## config.mk

```make
export PLATFORM = sky130hd
export DESIGN_NAME = bm_cmd_unit
export DESIGN_NICKNAME = d
export VERILOG_FILES = /design/src/rtl/bmc_pkg.sv /design/src/rtl/cmd_host_dec.sv /design/src/rtl/cmd_xfer_track.sv /design/src/rtl/cmd_img.sv /design/src/rtl/bm_cmd_unit.sv
export SDC_FILE = /design/constraint.sdc
export NUM_CORES = 1
export LEC_CHECK = 0
export BUFFER_PORTS_ARGS = -buffer_cell sky130_fd_sc_hd__buf_2
export CAP_MARGIN = 5
export CORE_ASPECT_RATIO = 1.25
export CORE_MARGIN = 1.5
export CORE_UTILIZATION = 23
export DETAILED_ROUTE_END_ITERATION = 8
export PLACE_DENSITY = 0.63
export SYNTH_ARGS = -nofsm -noshare
export SYNTH_HDL_FRONTEND = slang
export SYNTH_HIERARCHICAL = 1
export SYNTH_SLANG_ARGS = --single-unit
```

## constraint.sdc

```tcl
create_clock -name clk -period 1.6 [get_ports clk]
set_clock_uncertainty 0.2 [all_clocks]
set_input_delay 0 -clock clk [delete_from_list [all_inputs] [get_ports clk]]
set_output_delay 0 -clock clk [all_outputs]
set_load 0.02 [all_outputs]
```

## src/rtl/bmc_pkg.sv

```systemverilog
package bmc_pkg;
  localparam int unsigned REG_W    = 16;
  localparam int unsigned BIT_RUN  = 0;
  localparam int unsigned BIT_DIR  = 3;
  localparam int unsigned BIT_FPA  = 8;
  localparam int unsigned BIT_FPD  = 9;
  localparam logic [REG_W-1:0] RSV_MASK = 16'hFCF6;

  typedef struct packed {
    logic run;
    logic dir;
  } wr_fields_t;

  function automatic logic [REG_W-1:0] build_image(input logic run, input logic dir,
                                                   input logic fpa, input logic fpd);
    logic [REG_W-1:0] v;
    v = '0;
    v[BIT_RUN] = run;
    v[BIT_DIR] = dir;
    v[BIT_FPA] = fpa;
    v[BIT_FPD] = fpd;
    return v;
  endfunction

  function automatic logic abort_needed(input logic run_now, input logic run_new,
                                        input logic active, input logic done);
    return run_now & ~run_new & active & ~done;
  endfunction
endpackage

```

## src/rtl/cmd_host_dec.sv

```systemverilog
module cmd_host_dec
  import bmc_pkg::*;
#(
  parameter int unsigned ADDR_W = 8,
  parameter logic [ADDR_W-1:0] REG_OFS = 8'h08
) (
  input  logic [ADDR_W-1:0] addr,
  input  logic              wr,
  input  logic [REG_W-1:0]  wdata,
  input  logic [1:0]        be,
  output logic              sel,
  output logic              lo_wr,
  output wr_fields_t        fields
);
  assign sel        = (addr == REG_OFS);
  assign lo_wr      = sel & wr & be[0];
  assign fields.run = wdata[BIT_RUN];
  assign fields.dir = wdata[BIT_DIR];
endmodule

```

## src/rtl/cmd_xfer_track.sv

```systemverilog
module cmd_xfer_track
  import bmc_pkg::*;
(
  input  logic       clk,
  input  logic       rst_n,
  input  logic       lo_wr,
  input  wr_fields_t fields,
  input  logic       eng_done,
  output logic       run_q,
  output logic       dir_q,
  output logic       active_q,
  output logic       done_q,
  output logic       abort_q,
  output logic       drop_q,
  output logic       evt_start_rise,
  output logic       evt_abort,
  output logic       evt_complete
);
  assign evt_start_rise = lo_wr & ~run_q & fields.run;
  assign evt_abort      = lo_wr & abort_needed(run_q, fields.run, active_q, done_q);
  assign evt_complete   = eng_done & active_q & ~evt_abort;

  always_ff @(posedge clk) begin
    if (!rst_n) begin
      run_q    <= 1'b0;
      dir_q    <= 1'b0;
      active_q <= 1'b0;
      done_q   <= 1'b0;
      abort_q  <= 1'b0;
      drop_q   <= 1'b0;
    end else begin
      abort_q <= evt_abort;
      drop_q  <= evt_abort & dir_q;
      if (lo_wr) begin
        run_q <= fields.run;
        if (!active_q) dir_q <= fields.dir;
      end
      if (evt_start_rise) begin
        active_q <= 1'b1;
        done_q   <= 1'b0;
      end else if (evt_abort) begin
        active_q <= 1'b0;
      end else if (evt_complete) begin
        active_q <= 1'b0;
        done_q   <= 1'b1;
      end
    end
  end
endmodule

```

## src/rtl/cmd_img.sv

```systemverilog
module cmd_img
  import bmc_pkg::*;
(
  input  logic             sel,
  input  logic             run,
  input  logic             dir,
  input  logic             fpa,
  input  logic             fpd,
  output logic [REG_W-1:0] rdata
);
  always_comb begin
    rdata = '0;
    if (sel) rdata = build_image(run, dir, fpa, fpd);
  end
endmodule

```

## src/rtl/bm_cmd_unit.sv

```systemverilog
module bm_cmd_unit
  import bmc_pkg::*;
#(
  parameter int unsigned ADDR_W = 8,
  parameter logic [ADDR_W-1:0] REG_OFS = 8'h08
) (
  input  logic              clk,
  input  logic              rst_n,
  input  logic [ADDR_W-1:0] reg_addr,
  input  logic              reg_wr,
  input  logic [15:0]       reg_wdata,
  input  logic [1:0]        reg_be,
  output logic [15:0]       reg_rdata,
  input  logic              eng_done,
  input  logic              fp_dir,
  input  logic              fp_act,
  output logic              eng_start,
  output logic              eng_wr_mem,
  output logic              eng_abort,
  output logic              eng_drop,
  output logic              st_active,
  output logic              st_done
);
  logic       sel;
  logic       lo_wr;
  wr_fields_t fields;
  logic       evt_start_rise;
  logic       evt_abort;
  logic       evt_complete;

  cmd_host_dec #(.ADDR_W(ADDR_W), .REG_OFS(REG_OFS)) u_dec (
    .addr(reg_addr), .wr(reg_wr), .wdata(reg_wdata), .be(reg_be),
    .sel(sel), .lo_wr(lo_wr), .fields(fields)
  );

  cmd_xfer_track u_trk (
    .clk(clk), .rst_n(rst_n), .lo_wr(lo_wr), .fields(fields), .eng_done(eng_done),
    .run_q(eng_start), .dir_q(eng_wr_mem), .active_q(st_active), .done_q(st_done),
    .abort_q(eng_abort), .drop_q(eng_drop),
    .evt_start_rise(evt_start_rise), .evt_abort(evt_abort), .evt_complete(evt_complete)
  );

  cmd_img u_img (
    .sel(sel), .run(eng_start), .dir(eng_wr_mem), .fpa(fp_act), .fpd(fp_dir),
    .rdata(reg_rdata)
  );
endmodule

```

==> metrics.md <==
| Metric | Value |
|---|---|
| Total grt overflow | 0 |
| Initial antenna violation count | 0 |
| Total power | 0.344 mW |
| Port Buf Inserts | 26 |
| Cts bufs inserted | 3 |
| Final Cell Area | 551 um^2 |
| Wire length per cell | 9.25 um |
| CTS Sinks | 6 |
| Fin. max-slew vios | 0 |
| CTS tree | built |
| # Max-Cap Violations | 0 |
| Critical-path top delay cell | dlygate4sd3_1 |
| DR iter-0 viols | 1 |
| Cell family with most CP delay | buffers and inverters |
| Area Growth Syn to Fin | 37.9% |
| Final setup viols | 0 |
| Synth Cell Area | 399 um^2 |
| Core Area | 0.00160 mm^2 |
| Postcts setup bufs | 0 |
| CP max FO | 3 |
| Grt peak-use layer | met2 |
| Unrepaired setup endpoints after global routing | false |
| Met2 Track Usage GR | 16.4% |
| Type of element capturing the critical path | flip-flop |
| Routability cong. | 0.724 |
| Layout Cells excl Fill | 91 |
| Clock tree root driver cell | clkbuf_4 |
| Final setup TNS | 0 ns |
| Via count | 359 |
| Diodes inserted | 0 |
| Worst Setup Start Kind | input port |
| Arr. time, crit path | 1.27 ns |
| Final Hold Viols | 0 |
| Width of the chip | 40.3 um |
| Hold crit path type | input port to flip-flop |
| Switching share of power | 24.9% |
| Yosys warns | 6 |
| First-pass GRT wire length | 1330 um |
| Setup WS post-layout | 0.317 ns |
| Cts repair resizes | 0 |
| Crit path kind | input port to flip-flop |
| Hold-fix buffers, CTS | 4 |
| Total GRT Usage | 9.84% |
| Initial core utilization | 24.9% |
| Die height | 49.6 um |
| Post-layout util | 34.4% |
| Sequential share of power | 43.7% |
| Clk network pwr share | 39.2% |
| Met1 Usage GRT | 9.27% |
| Combinational share of power | 17.1% |
| Avg Inst Size Synth | 9.28 um^2 |
| Fin Hold WS | 0.0433 ns |
| H-tree levels | 1 |
| Final wirelength | 842 um |
| Die area | 0.00200 mm^2 |
| Final Net Count | 107 |
| Cells after synthesis | 43 |
| Min Tclk post-route | 1.28 ns |
| # rows | 16 |
| NetSw | 0.0856 mW |
| Pin count of the biggest net entering global routing | 6 |
| Vias in the first global route | 327 |
| Io pins | 54 |
| CTS Buffer Depth | 2 |
| Peak Freq | 779 MHz |
| Pwr Density | 624 mW/mm^2 |
| Share of layout cells above drive strength 1 | 45.2% |
| Setup WS pre-CTS | 0.0997 ns |
| # fillers | 192 |
| Final period utilization | 80.2% |
| TritonRoute pass-1 iters | 4 |
| Run status | complete, no violations |
| Worst Path Required | 1.59 ns |
| Buf/Inv on CP | 2 |
| Placed Instances | 84 |
| P_int | 0.258 mW |
| GR Util met3 | 8.11% |
| Residual DRC | 0 |
| Post-DP Area | 488 um^2 |
| Cell chain of the critical path | dlygate4sd3_1 -> buf_2 -> and4bb_2 -> and3_4 -> and2_1 |
| Worst skew pair latency | 0.24 ns |
| Leakage | 0.287 nW |
| Worst VDD drop | 0.000494 V |
| Routed Antenna Nets | 0 |
| Vias per inst | 3.95 |
| Worst path max stage delay | 0.54 ns |
| Clock transition at path regs | 0.04 ns |
==> power groups by stage <==
stage	Combinational, mW	Clock (mW)	Sequential, mW
finish	0.0588	0.135	0.150
global route	0.0637	0.156	0.150
CTS	0.0582	0.141	0.150
detailed placement	0.0504	0	0.153
global placement	0.0495	0	0.153
floorplan	0.0545	0	0.153
==> path summary, 6_finish.rpt <==
check / to / slack, ns / start / cells past startpoint
max: u_trk/drop_q$_SDFF_PN0_ / 0.32 / reg_wdata[0] / 5
min: u_trk/run_q$_SDFFE_PN0P_ / 0.04 / reg_wr / 4
max reg2reg: u_trk/drop_q$_SDFF_PN0_ / 0.39 / u_trk/done_q$_SDFFE_PP0P_ / 3
min reg2reg: u_trk/drop_q$_SDFF_PN0_ / 0.31 / u_trk/dir_q$_SDFFE_PN0P_ / 1
==> flip-flops by register name, summed over array words and instances, names as in the netlist <==
signal and flops:
u_trk/run_q 1, u_trk/abort_q 1, u_trk/done_q 1, u_trk/drop_q 1, u_trk/dir_q 1, u_trk/active_q 1
==> worst min-delay path, cell delays in order <==
cell and delay [ns]:
buf_2 0.09, and4_1 0.17, nand2_1 0.09, a21boi_0 0.08
==> placed cells by master, fill, tap and decap left out, types with 2 or more instances in the layout <==
cell and n:
nor2b_1 2, and2_1 6, conb_1 12, dfxtp_1 6, clkbuf_4 3, dlygate4sd3_1 4
buf_2 26
==> final cells by class <==
class                           count  area, um^2  share of cell area, %
Multi-Input combinational cell     34         215                   39.1
Timing Repair Buffer               30         170                   30.9
Sequential cell                     6         120                   21.8
Clock buffer                        3        22.5                   4.09
Tap cell                           18        22.5                   4.09
==> routing by layer <==
metal | wire length [um] | share of wire [%]
met5 | 0 | 0
met4 | 0 | 0
met3 | 84 | 10
met2 | 481 | 57
met1 | 276 | 33
No activity file was read; power rests on OpenSTA's default activity.
